## src/rtl/lq_pkg.sv

```systemverilog
// Shared types for the lossy occupancy-counted queue.
package lq_pkg;

    // Fill level derived from the entry counter.
    typedef enum logic [1:0] {
        LQ_EMPTY   = 2'd0,
        LQ_PARTIAL = 2'd1,
        LQ_FULL    = 2'd2
    } lq_level_t;

endpackage

```

## src/rtl/lq_occupancy.sv

```systemverilog
// Entry counter and fill level.
// Assumes push is only asserted when a slot is free or pop is asserted,
// and pop only when at least one entry is held.
module lq_occupancy #(
    parameter int DEPTH = 8,
    localparam int CW = $clog2(DEPTH + 1)
) (
    input  logic              clk,
    input  logic              rst_n,
    input  logic              push,
    input  logic              pop,
    output logic [CW-1:0]     count,
    output lq_pkg::lq_level_t level
);
    localparam logic [CW-1:0] FULL_CNT = CW'(DEPTH);

    // Count up on push, down on pop, hold when both or neither.
    always_ff @(posedge clk) begin
        if (!rst_n)
            count <= '0;
        else if (push && !pop)
            count <= count + 1'b1;
        else if (pop && !push)
            count <= count - 1'b1;
    end

    // Map the count onto the three fill levels.
    always_comb begin
        if (count == '0)
            level = lq_pkg::LQ_EMPTY;
        else if (count == FULL_CNT)
            level = lq_pkg::LQ_FULL;
        else
            level = lq_pkg::LQ_PARTIAL;
    end
endmodule

```

## src/rtl/lq_store.sv

```systemverilog
// Circular storage with separate write and read pointers.
// Assumes the caller never pushes into a full store without a pop in the
// same cycle; the head word is read combinationally.
module lq_store #(
    parameter int DEPTH = 8,
    parameter int WIDTH = 16,
    localparam int PW = (DEPTH > 1) ? $clog2(DEPTH) : 1
) (
    input  logic             clk,
    input  logic             rst_n,
    input  logic             push,
    input  logic             pop,
    input  logic [WIDTH-1:0] wr_data,
    output logic [WIDTH-1:0] rd_data
);
    localparam logic [PW-1:0] LAST_SLOT = PW'(DEPTH - 1);

    logic [WIDTH-1:0] mem [DEPTH];
    logic [PW-1:0]    wptr;
    logic [PW-1:0]    rptr;

    // Step a pointer with wrap at the last slot.
    function automatic logic [PW-1:0] step_ptr(input logic [PW-1:0] p);
        return (p == LAST_SLOT) ? '0 : p + 1'b1;
    endfunction

    // Advance the pointers on accepted pushes and pops.
    always_ff @(posedge clk) begin
        if (!rst_n) begin
            wptr <= '0;
            rptr <= '0;
        end else begin
            if (push) wptr <= step_ptr(wptr);
            if (pop)  rptr <= step_ptr(rptr);
        end
    end

    // Write the incoming word into its slot.
    always_ff @(posedge clk) begin
        if (push) mem[wptr] <= wr_data;
    end

    // Present the head word.
    assign rd_data = mem[rptr];
endmodule

```

## src/rtl/lq_loss_sched.sv

```systemverilog
// Loss scheduler: counts deliveries and marks every DROP_EVERY-th head
// entry for discard. Assumes deliver and drop never coincide, which the
// top guarantees by withholding rd_valid during a drop.
module lq_loss_sched #(
    parameter int DROP_EVERY = 5
) (
    input  logic clk,
    input  logic rst_n,
    input  logic lossy_en,
    input  logic head_avail,
    input  logic deliver,
    output logic drop
);
    generate
        if (DROP_EVERY <= 1) begin : g_drop_all
            // Every entry is lost; no counter needed.
            assign drop = lossy_en && head_avail;
        end else begin : g_counted
            localparam int LW = $clog2(DROP_EVERY);
            localparam logic [LW-1:0] LAST = LW'(DROP_EVERY - 1);

            logic [LW-1:0] seen;

            // Track deliveries since the last discard; cleared when off.
            always_ff @(posedge clk) begin
                if (!rst_n || !lossy_en)
                    seen <= '0;
                else if (drop)
                    seen <= '0;
                else if (deliver)
                    seen <= seen + 1'b1;
            end

            // Discard the head once the delivery quota is met.
            assign drop = lossy_en && head_avail && (seen == LAST);
        end
    endgenerate
endmodule

```

## src/rtl/lossy_occ_queue.sv

```systemverilog
// Top of the lossy occupancy-counted queue. A write while full with no
// entry leaving is discarded and latches a sticky overflow flag.
// Assumes DEPTH >= 1 and a single clock domain.
module lossy_occ_queue #(
    parameter int DEPTH      = 8,
    parameter int WIDTH      = 16,
    parameter int DROP_EVERY = 5
) (
    input  logic             clk,
    input  logic             rst_n,
    input  logic             lossy_en,
    input  logic             wr_valid,
    output logic             wr_ready,
    input  logic [WIDTH-1:0] wr_data,
    output logic             rd_valid,
    input  logic             rd_ready,
    output logic [WIDTH-1:0] rd_data,
    output logic             q_empty,
    output logic             q_nonempty,
    output logic             q_full,
    output logic             overflow,
    output logic             drop_pulse
);
    localparam int CW = $clog2(DEPTH + 1);

    logic [CW-1:0]     count;
    lq_pkg::lq_level_t level;
    logic              drop;
    logic              deliver;
    logic              pop;
    logic              push;
    logic              head_avail;

    // Level decode to status pins.
    assign q_empty    = (level == lq_pkg::LQ_EMPTY);
    assign q_full     = (level == lq_pkg::LQ_FULL);
    assign q_nonempty = !q_empty;
    assign head_avail = q_nonempty;

    // Handshake and removal decisions.
    assign rd_valid   = head_avail && !drop;
    assign deliver    = rd_valid && rd_ready;
    assign pop        = deliver || drop;
    assign wr_ready   = !q_full || pop;
    assign push       = wr_valid && wr_ready;
    assign drop_pulse = drop;

    lq_occupancy #(.DEPTH(DEPTH)) u_occ (
        .clk   (clk),
        .rst_n (rst_n),
        .push  (push),
        .pop   (pop),
        .count (count),
        .level (level)
    );

    lq_store #(.DEPTH(DEPTH), .WIDTH(WIDTH)) u_store (
        .clk     (clk),
        .rst_n   (rst_n),
        .push    (push),
        .pop     (pop),
        .wr_data (wr_data),
        .rd_data (rd_data)
    );

    lq_loss_sched #(.DROP_EVERY(DROP_EVERY)) u_loss (
        .clk        (clk),
        .rst_n      (rst_n),
        .lossy_en   (lossy_en),
        .head_avail (head_avail),
        .deliver    (deliver),
        .drop       (drop)
    );

    // Latch overflow on a refused write; only reset clears it.
    always_ff @(posedge clk) begin
        if (!rst_n)
            overflow <= 1'b0;
        else if (wr_valid && !wr_ready)
            overflow <= 1'b1;
    end
endmodule

```

## config.mk

```make
export PLATFORM = sky130hd
export DESIGN_NAME = lossy_occ_queue
export DESIGN_NICKNAME = d
export VERILOG_FILES = /design/src/rtl/lq_pkg.sv /design/src/rtl/lq_occupancy.sv /design/src/rtl/lq_store.sv /design/src/rtl/lq_loss_sched.sv /design/src/rtl/lossy_occ_queue.sv
export SDC_FILE = /design/constraint.sdc
export NUM_CORES = 1
export LEC_CHECK = 0
export BUFFER_PORTS_ARGS = -buffer_cell sky130_fd_sc_hd__buf_2
export CAP_MARGIN = 20
export CORE_MARGIN = 2
export CORE_UTILIZATION = 40
export CTS_CLUSTER_SIZE = 25
export DETAILED_ROUTE_END_ITERATION = 6
export GPL_TIMING_DRIVEN = 0
export HOLD_SLACK_MARGIN = 0.05
export PLACE_DENSITY = 0.57
export SYNTH_ARGS = -nofsm -noshare
export SYNTH_HDL_FRONTEND = slang
export SYNTH_SLANG_ARGS = --single-unit
export TNS_END_PERCENT = 30
```

## constraint.sdc

```tcl
create_clock -name clk -period 3.15 [get_ports clk]
set_input_delay 0.315 -clock clk [delete_from_list [all_inputs] [get_ports clk]]
set_output_delay 0.315 -clock clk [all_outputs]
set_load 0.1 [all_outputs]
```

# After elaboration in Yosys (flattened, before gate mapping)
# Memory sizes are Yosys's and may differ from the RTL's. A register that Yosys moved wholly into a read port is not among the register bits.
# Index checks and enable logic that the tools add are counted.
# W data, S select, Z words.
dict set report word_totals {
  ff_bits 14
  out_inout_bits 23
  mem_bits_rw 128
  wordCells 49
  in_bits 21
  mem_count 1
}
dict set report classes {
  n_reduce_logical 23
  eq_ne 5
  addsub 5
  muxes 10
}
# name words width read_ports rd_ports_with_merged_regs wr line
set mem_list {}
lappend mem_list {u_store.mem 8 16 1 1 1 lq_store.sv:18} ;# logic [WIDTH-1:0] mem [DEPTH];
# op n
set op_table {}
lappend op_table {{$mux W3} 4}
lappend op_table {{$add A3 B1 Y3 const B} 3}
lappend op_table {{$eq A3 B3 Y1 const B} 3}
lappend op_table {{$logic_and A1 B1 Y1} 8}
lappend op_table {{$logic_not A1 Y1} 8}
lappend op_table {{$mux W4} 2}
lappend op_table {{$add A4 B1 Y4 const B} 1}
lappend op_table {{$eq A4 B4 Y1 const B} 1}
lappend op_table {{$logic_not A4 Y1} 1}
lappend op_table {{$mux W2} 2}
lappend op_table {{$sub A4 B1 Y4 const B} 1}
lappend op_table {{$logic_or A1 B1 Y1} 3}
lappend op_table {{$eq A2 B2 Y1 const B} 1}
lappend op_table {{$logic_not A2 Y1} 1}
lappend op_table {{$mux W1} 2}
lappend op_table {{$reduce_bool A2 Y1} 1}
lappend op_table {{$reduce_or A2 Y1} 1}

# Logic depth before layout (Yosys ltp)
# Gate-level depths: netlist of the first run.
dict set report depth {
  ltp_word 17
  ltp_mapped 12
  depth_no_buf 12
}

# Cells and area by module
# From an unflattened synthesis of the first run, not the netlist that was laid out.
dict set report hier_totals {
  cells_unflattened 284
  hier_area_um2 5854.4
}
# mod area_each_um2 seq_area_each_um2 n_inst cells_per_inst
set modules_own_cells {}
lappend modules_own_cells {lq_store 5311.3 4023.9 1 225}
lappend modules_own_cells {lq_occupancy 287.8 80.1 1 30}
lappend modules_own_cells {lq_loss_sched 167.7 60.1 1 17}
lappend modules_own_cells {lossy_occ_queue 87.6 20.0 1 12}

# Worst setup path after synthesis of the first run
# No wires, ideal clock.
dict set report synth_timing {
  path_kind {register to register}
  start {register u_loss.g_counted.seen[0]}
  end {memory u_store.mem[6][0] (enable)}
  path_buffers 0
  stages_incl_launch_ff 8
  arrival_time_ns 2.547
  setup_ns 0.409
  setup_slack_ns 0.194
  cell_sequence {dfxtp_1 -> inv_1 -> ha_1 -> a31o_2 -> nor2_4 -> inv_2 -> nand2_1 -> nor3_1}
}
dict set report synth_via {
  elab_chain_len 10
}
# element line
set synth_lines {}
lappend synth_lines {{start: declaration} lq_loss_sched.sv:22} ;# logic [LW-1:0] seen;
lappend synth_lines {{start signal: assignment} lq_loss_sched.sv:31} ;# seen <= seen + 1'b1;
lappend synth_lines {{$eq A3 B3 Y1 *} lq_loss_sched.sv:35} ;# assign drop = lossy_en && head_avail && (seen == LAST);
lappend synth_lines {{$logic_and A1 B1 Y1 *} lq_loss_sched.sv:35}
lappend synth_lines {{$logic_not A1 Y1} lossy_occ_queue.sv:41} ;# assign rd_valid = head_avail && !drop;
lappend synth_lines {{$logic_and A1 B1 Y1} lossy_occ_queue.sv:41}
lappend synth_lines {{$logic_and A1 B1 Y1} lossy_occ_queue.sv:42} ;# assign deliver = rd_valid && rd_ready;
lappend synth_lines {{$logic_or A1 B1 Y1 *} lossy_occ_queue.sv:43} ;# assign pop = deliver || drop;
lappend synth_lines {{$logic_or A1 B1 Y1 *} lossy_occ_queue.sv:44} ;# assign wr_ready = !q_full || pop;
lappend synth_lines {{via wr_ready} lossy_occ_queue.sv:13} ;# output logic wr_ready,
lappend synth_lines {{$logic_and A1 B1 Y1 *} lossy_occ_queue.sv:45} ;# assign push = wr_valid && wr_ready;
lappend synth_lines {{$mux W1 *} lq_store.sv:40} ;# if (push) mem[wptr] <= wr_data;
lappend synth_lines {{$mux W1 (implied by the code) *} lq_store.sv:40}
lappend synth_lines {{end: declaration} lq_store.sv:18}
# Mark *: on every way through the listed nets, which the timed path passes. The rest lies on a longest branch.

==> run summary, run 1 <==
hold crit path type: input pin to register
critical path's largest stage delay: 660 ps
post-synthesis compound-gate area fraction: 2.43%
Final #Nets: 396
H-Tree Depth: 4
dpl ws: 523 ps
final wirelength: 10,900 um
final worst slack: 309 ps
Synth Instances: 291
worst path required time: 2830 ps
Layout fillers: 1,190
Netlist cell types: 43
DRC viols: 0
initial core utilization: 41.2%
CP max-delay cell: buf_1
Mean Syn Cell Area: 19.8 um^2
Synth Area in Adders: 2.30%
die area: 0.0154 mm^2
CP cell instances: clkbuf_1 -> buf_1 -> mux2_2 -> buf_2
CTS resizes: 0
CP endpoint kind: output pin
delay-heaviest family, CP: buffers and inverters
CTS max path bufs: 2
post-synthesis mux area share: 16.0%
area grow syn2layout: 21.4%
Slew Limit Headroom: 33.1%
Pleak: 0.00236 uW
Synth Area in Simple Gates: 4.43%
WP data arrival: 2530 ps
routed len/inst: 19.5 um
# clock sinks: 145
CTS Buf Count: 17
RSZ-0062 raised after global routing: no
Root Driver: clkbuf_16
CP Launch Type: register
ant diodes: 0
drt pass-1 iters: 4
Final Hold Fails: 0
Synth area leaders: edfxtp_1, mux4_2, dfxtp_1
post-synth top area share: 66.7%
max_cap viols: 0
fin crit period: 2840 ps
Vert. Die Dim: 124 um
CP Class: register to output pin
ys flop type: edfxtp_1
Post-Syn Area: 0.00576 mm^2
setup TNS: 0 ps
initial antenna violation count: 0
FP Rows: 43
Detailed Place HPWL: 7290 um
period utilization: 90.2%
Finished Cell Area: 0.00699 mm^2
input/output buffers: 43
CTS tree: yes
via count of the routed design: 2,881
share of post-route cells with drive strength above 1: 42.3%
Buf/Inv on CP: 3
worst clock skew: 11.4 ps
cell taking the most area after synthesis: edfxtp_1
DP Area: 0.00638 mm^2
utilization after layout: 50.0%
outcome: complete, no violations
setup bufs post-CTS: 0
async set or reset register ratio after synthesis: 0%
I/O pin count: 44
clock latency at the later pin of the worst-skew pair: 410 ps
fmax: 352 MHz
register area share after synthesis: 72.6%
GRT Total Usage: 15.5%
area of the core: 0.0140 mm^2
xor/xnor share of the synthesized area: 0.304%
routability cong.: 0.737
Detailed Route Iter0 Violations: 320
top-count cell post-synth: edfxtp_1
gr ovfl total: 0
Die Width: 124 um
Slew @ Worst Pin: 998 ps
Worst VDD drop: 741 uV
pin count of the biggest net entering global routing: 17
DR vias/cell: 5.16
number of synthesized flops with an enable pin: 128
Detail Route Antenna Nets: 0
Post-CTS Hold Buffers: 0
vias in the first global route: 2,948
Worst-path clk slew: 60 ps
top fanout value on the critical path: 10
Syn Nets: 322
final setup fails: 0
max-slew violation count: 0
largest family of logic cells by synthesized area: multiplexers
Syn. warnings: 0
pwr dens: 886 mW/mm^2
Synth top cells by count: edfxtp_1, mux4_2, dfxtp_1
first-pass GRT wire length: 16,700 um
post-synthesis register bit count: 145
[stage by stage]
stage | instances | hold WS, ps | total power (uW)
finish | 558 | 172 | 6200
global route | 558 | 166 | 6440
CTS | 558 | 155 | 6270
detailed placement | 526 | 475 | 4200
global placement | 514 | 468 | 4160
floorplan | 291 | 414 | 3860
[kinds of logic (layout without fill, tap and decap cells)]
kind of cell / after synthesis / in the layout
adders and majority gates: 10 / 10
muxes: 50 / 50
DFF: 145 / 145
AOI/OAI and AO/OA: 19 / 19
and+or+nand+nor: 45 / 45
xor gates and xnor gates: 2 / 2
buffers and inverters: 20 / 107
[metal layers]
layer	share of wire, %	global-route usage (%)	vias to the layer above	wire length (um)
li1	-	-	1330	-
met1	43	20.0	1467	4660
met2	51	25.5	72	5550
met3	5.2	4.35	12	562
met4	1.1	5.06	0	119
met5	0	0	-	0
[area by class of cell]
class / instances / area [um^2] / area share, %
Inverter: 8 / 35.0 / 0.501
Sequential cell: 145 / 4180 / 59.8
Multi-Input combinational cell: 126 / 1500 / 21.5
Timing Repair Buffer: 55 / 354 / 5.06
Tap cell: 180 / 225 / 3.22
Clock buffer: 17 / 425 / 6.08
Buffer: 12 / 76.3 / 1.09
Clock inverter: 15 / 190 / 2.72
[placed cells by master, fill, tap and decap left out, types with 5 or more instances in the layout]
| cell type | netlist | routed |
|---|---|---|
| mux2_2 | 16 | 16 |
| clkbuf_16 | 0 | 17 |
| dfxtp_1 | 17 | 17 |
| buf_6 | 4 | 9 |
| nand2_1 | 11 | 11 |
| buf_2 | 1 | 44 |
| edfxtp_1 | 128 | 128 |
| inv_1 | 5 | 5 |
| mux4_2 | 32 | 32 |
| ha_1 | 9 | 9 |
| a21oi_1 | 5 | 5 |
[worst register-to-register path, delay by kind of cell (launching register included)]
| family | cells | cell delay, ps |
|---|---|---|
| AO/OA/AOI/OAI | 4 | 730 |
| flip-flops | 1 | 370 |
| multiplexers | 1 | 190 |
| buffers and inverters | 2 | 200 |
| AND/OR/NAND/NOR | 1 | 610 |
| adder cells (fa/ha/maj) | 2 | 500 |
[path summary, 6_finish.rpt]
kind	to	startpoint	slack (ps)	depth (start not counted)
worst max register to register	u_occ.count[3]	u_occ.count[0]	510	10
worst max-delay path	rd_data[13]	register	310	4
worst min register to register	u_store.rptr[2]	u_store.rptr[2]	480	2
worst min-delay path	u_store.mem[5][10]	wr_data[10]	170	1
[registers in the layout, indices dropped and copies added, names as in the netlist, named ones only]
name / cells
u_store.rptr: 3
u_store.mem: 128
overflow: 1
u_store.wptr: 3
u_occ.count: 4
u_loss.g_counted.seen: 3
[where the power goes]
part / leakage (uW) / switching (uW) / internal (uW)
clock: 0.000292 / 750 / 1320
combinational: 0.000769 / 1320 / 558
sequential: 0.00130 / 55.2 / 2200
Note: power is estimated with default switching activity, not from simulation.
==> run 2: changes to the inputs <==
- CTS_BUF_LIST: not set -> sky130_fd_sc_hd__clkbuf_8
==> run 2 against run 1 <==
Compared with the run above:
- register-to-register slack barely moved
- via count barely moved
- flip-flop and latch count did not move
- worst setup slack got worse by 34 ps
- highest routed layer unchanged
- wire length fell by 0.51%
- critical path depth did not move
- fmax fell by 1.2%
==> run summary, run 2 (synthesized netlist as in run 1, its figures left out) <==
CP Class: register to output pin
Detail Route Antenna Nets: 0
CP max-delay cell: buf_1
pin count of the biggest net entering global routing: 17
multi-input gate area in the final layout: 0.00150 mm^2
vias in the first global route: 2,942
die area: 0.0154 mm^2
top flop regs: u_store.mem x128, u_occ.count x4
share of post-route cells with drive strength above 1: 42.3%
Post-CTS Hold Buffers: 0
register area: 0.00418 mm^2
drt pass-1 iters: 4
Vert. Die Dim: 124 um
Buf/Inv on CP: 3
clock latency at the later pin of the worst-skew pair: 440 ps
R2R Path End: u_occ.count[3]
pwr dens: 833 mW/mm^2
max-slew violation count: 0
Largest Register: u_store.mem
top fanout value on the critical path: 10
delay-heaviest family, CP: buffers and inverters
DR vias/cell: 5.16
Final Hold Fails: 0
WP data arrival: 2560 ps
input/output buffers: 43
Die Width: 124 um
Finished Cell Area: 0.00680 mm^2
initial antenna violation count: 0
RSZ-0062 raised after global routing: no
setup bufs post-CTS: 0
utilization after layout: 48.6%
CTS Buf Count: 17
fin crit period: 2880 ps
H-Tree Depth: 4
# clock sinks: 145
commonest non-fill, non-tap cell in the layout: edfxtp_1
area grow syn2layout: 18.1%
R2R cell count: 10
CTS max path bufs: 2
outcome: complete, no violations
routability cong.: 0.737
Final #Nets: 396
Detailed Route Iter0 Violations: 225
Root Driver: clkbuf_8
gr ovfl total: 0
Slew Limit Headroom: 34.2%
initial core utilization: 41.2%
ant diodes: 0
Worst VDD drop: 579 uV
Hold Path Stages: 1
GRT Total Usage: 15.4%
Slew @ Worst Pin: 982 ps
area of the core: 0.0140 mm^2
Detailed Place HPWL: 7290 um
most frequent cells in the layout: edfxtp_1, buf_2, mux4_2, dfxtp_1, clkbuf_8
Pleak: 0.00227 uW
Layout fillers: 1,207
CP cell instances: clkbuf_1 -> buf_1 -> mux2_2 -> buf_2
max FFs per register: 128
hold endpoint: u_store.mem[4][1]
CTS resizes: 0
via count of the routed design: 2,879
max_cap viols: 0
DRC viols: 0
fmax: 348 MHz
routed len/inst: 19.4 um
worst clock skew: 14.6 ps
DP Area: 0.00638 mm^2
final setup fails: 0
CP endpoint kind: output pin
Worst-path clk slew: 80 ps
hold crit path type: input pin to register
first-pass GRT wire length: 16,500 um
R2R Path Start: u_occ.count[0]
period utilization: 91.3%
I/O pin count: 44
register-to-register setup slack: 500 ps
critical path's largest stage delay: 650 ps
CP Launch Type: register
FP Rows: 43
min-delay src: wr_data[1]
final wirelength: 10,800 um
CTS tree: yes
worst path required time: 2830 ps
[run 2: layout make-up]
cell class,instances,area share [%]
multi-input combinational,126,22.1
timing repair buffer,55,5.21
inverter,8,0.515
clock inverter,15,2.80
buffer,12,1.12
tap,180,3.31
clock buffer,17,3.44
sequential,145,61.5
[run 2: report_power, final]
group | internal (uW) | total (uW) | switching [uW]
sequential | 2190 | 2250 | 55.1
combinational | 558 | 1880 | 1320
clock | 855 | 1540 | 684
total | 3610 | 5670 | 2060
[run 2: routing by layer]
metal  GRT usage, %  part of all wire (%)  vias up
met5              0                     0        -
met4           4.85                   1.0        0
met3           4.76                   4.0        9
met2           25.2                    50       65
met1           19.7                    44     1478
li1               -                     -     1327
[run 2: worst max-delay path by stage]
stage / end / slack, ps / depth (start not counted)
after global routing: rd_data[13] / 130 / 4
after detailed placement: u_occ.count[3] / 520 / 10
final: rd_data[13] / 270 / 4
after CTS: rd_data[13] / 160 / 4
after global placement: u_store.mem[4][6] / -1450 / 5
after floorplan: u_store.mem[6][0] / 190 / 7
[run 2: worst register-to-register path, delay by kind of cell, from the launching register on]
family / cells / cell delay, ps
DFF: 1 / 380
adders and majority gates: 2 / 500
muxes: 1 / 190
buffers and inverters: 2 / 200
and+or+nand+nor: 1 / 610
AOI/OAI and AO/OA: 4 / 740
[run 2: metrics by stage]
step                      cells  total power, uW  setup WS, ps  hold WS [ps]  setup TNS (ps)
after floorplan             291             3860           194           414               0
after global placement      514             4160         -1450           468          -85470
after detailed placement    526             4200           523           475               0
after CTS                   558             5740           161           116               0
after global routing        558             5900           129           120               0
final                       558             5670           274           139               0
==> run 3: changes to the inputs <==
- MAX_ROUTING_LAYER: not set -> met4
- clock period: 3.15 -> 3.7 ns (I/O delays scaled with it)
==> run 3 against run 2 <==
Compared with the run above:
- flip-flop and latch count stayed put
- critical path depth unchanged
- cell count unchanged
- design area unchanged
- clock power fell by 15%
- die area unchanged
- sequential power down 15%
- total power shrank 15%
- critical endpoint unchanged
- largest power group unchanged
- highest routed layer unchanged
==> run summary, run 3 (synthesized netlist as in run 1, its figures left out) <==
Root Driver: clkbuf_8
FP Rows: 43
CTS max path bufs: 2
die area: 0.0154 mm^2
via count of the routed design: 2,876
# clock sinks: 145
gr ovfl total: 0
drt pass-1 iters: 4
Pleak: 0.00227 uW
Detail Route Antenna Nets: 0
H-Tree Depth: 4
top fanout value on the critical path: 10
Post-CTS Hold Buffers: 0
fmax: 344 MHz
top flop regs: u_store.mem x128, u_occ.count x4
CP Class: register to output pin
worst clock skew: 16.1 ps
routed len/inst: 19.4 um
GRT Total Usage: 15.8%
DR vias/cell: 5.15
CP endpoint kind: output pin
CTS tree: yes
first-pass GRT wire length: 16,500 um
vias in the first global route: 2,946
WP data arrival: 2540 ps
RSZ-0062 raised after global routing: no
ant diodes: 0
Hold Slack: 194 ps
setup bufs post-CTS: 0
Slew Limit Headroom: 35.0%
Slew @ Worst Pin: 970 ps
CTS resizes: 0
share of post-route cells with drive strength above 1: 42.3%
worst path required time: 3330 ps
Vert. Die Dim: 124 um
final wirelength: 10,800 um
initial antenna violation count: 0
max FFs per register: 128
Final Hold Fails: 0
max-slew violation count: 0
outcome: complete, no violations
pin count of the biggest net entering global routing: 17
Detailed Route Iter0 Violations: 232
CP Launch Type: register
I/O pin count: 44
hold crit path type: input pin to register
routability cong.: 0.747
Worst VDD drop: 493 uV
input/output buffers: 43
utilization after layout: 48.6%
final setup fails: 0
area grow syn2layout: 18.1%
Final #Nets: 396
CTS Buf Count: 17
period utilization: 78.6%
most frequent cells in the layout: edfxtp_1, buf_2, mux4_2, dfxtp_1, clkbuf_8
Largest Register: u_store.mem
Die Width: 124 um
Worst-path clk slew: 80 ps
max_cap viols: 0
clock latency at the later pin of the worst-skew pair: 450 ps
fin crit period: 2910 ps
commonest non-fill, non-tap cell in the layout: edfxtp_1
DRC viols: 0
initial core utilization: 41.2%
pwr dens: 709 mW/mm^2
area of the core: 0.0140 mm^2
Detailed Place HPWL: 7290 um
-- run 3: cell counts in the layout (fill, tap and decap cells not counted) --
Identical to the previous run, type by type.
-- run 3: path summary, 6_finish.rpt --
| path | from | end | slack (ps) | cells past startpoint |
|---|---|---|---|---|
| max | register | rd_data[13] | 790 | 4 |
| min | wr_data[1] | u_store.mem[4][1] | 190 | 1 |
| max reg2reg | u_occ.count[0] | u_occ.count[3] | 1060 | 10 |
| min reg2reg | u_store.rptr[2] | u_store.rptr[2] | 480 | 2 |
-- run 3: cell type report --
type,count,area (um^2)
tap,180,225
clock inverter,15,190
buffer,12,76.3
clock buffer,17,234
timing repair buffer,55,354
inverter,8,35.0
sequential,145,4180
multi-input combinational,126,1500
fill,1207,7190
-- run 3: critical path, stage by stage (launching register included) --
cell and delay [ps]:
dfxtp_1 310, clkbuf_1 390, buf_1 640, mux2_2 330, buf_2 430
-- run 3: per-stage QoR --
| stage | power (uW) | std cells | setup WS, ps | instance area (um^2) | setup TNS, ps |
|---|---|---|---|---|---|
| finish | 4820 | 558 | 792 | 6800 | 0 |
| global route | 5020 | 558 | 625 | 6800 | 0 |
| CTS | 4880 | 558 | 656 | 6800 | 0 |
| detailed placement | 3570 | 526 | 1070 | 6380 | 0 |
| global placement | 3540 | 514 | -896 | 6200 | -34150 |
| floorplan | 3290 | 291 | 744 | 5760 | 0 |
-- run 3: power breakdown --
part	leakage, uW	total (uW)	internal (uW)	switching [uW]
Sequential	0.00130	1910	1870	46.5
Clock	0.000204	1310	728	582
Combinational	0.000769	1600	475	1120
Total	0.00227	4820	3070	1750
-- run 3: layer usage --
layer / part of all wire (%) / track usage, % / vias to the layer above / wire, um
met3: 3.7 / 4.67 / 8 / 395
met2: 50 / 25.2 / 58 / 5440
li1: - / - / 1327 / -
met4: 0.96 / 4.85 / 0 / 104
met5: 0 / - / - / 0
met1: 45 / 19.8 / 1483 / 4860
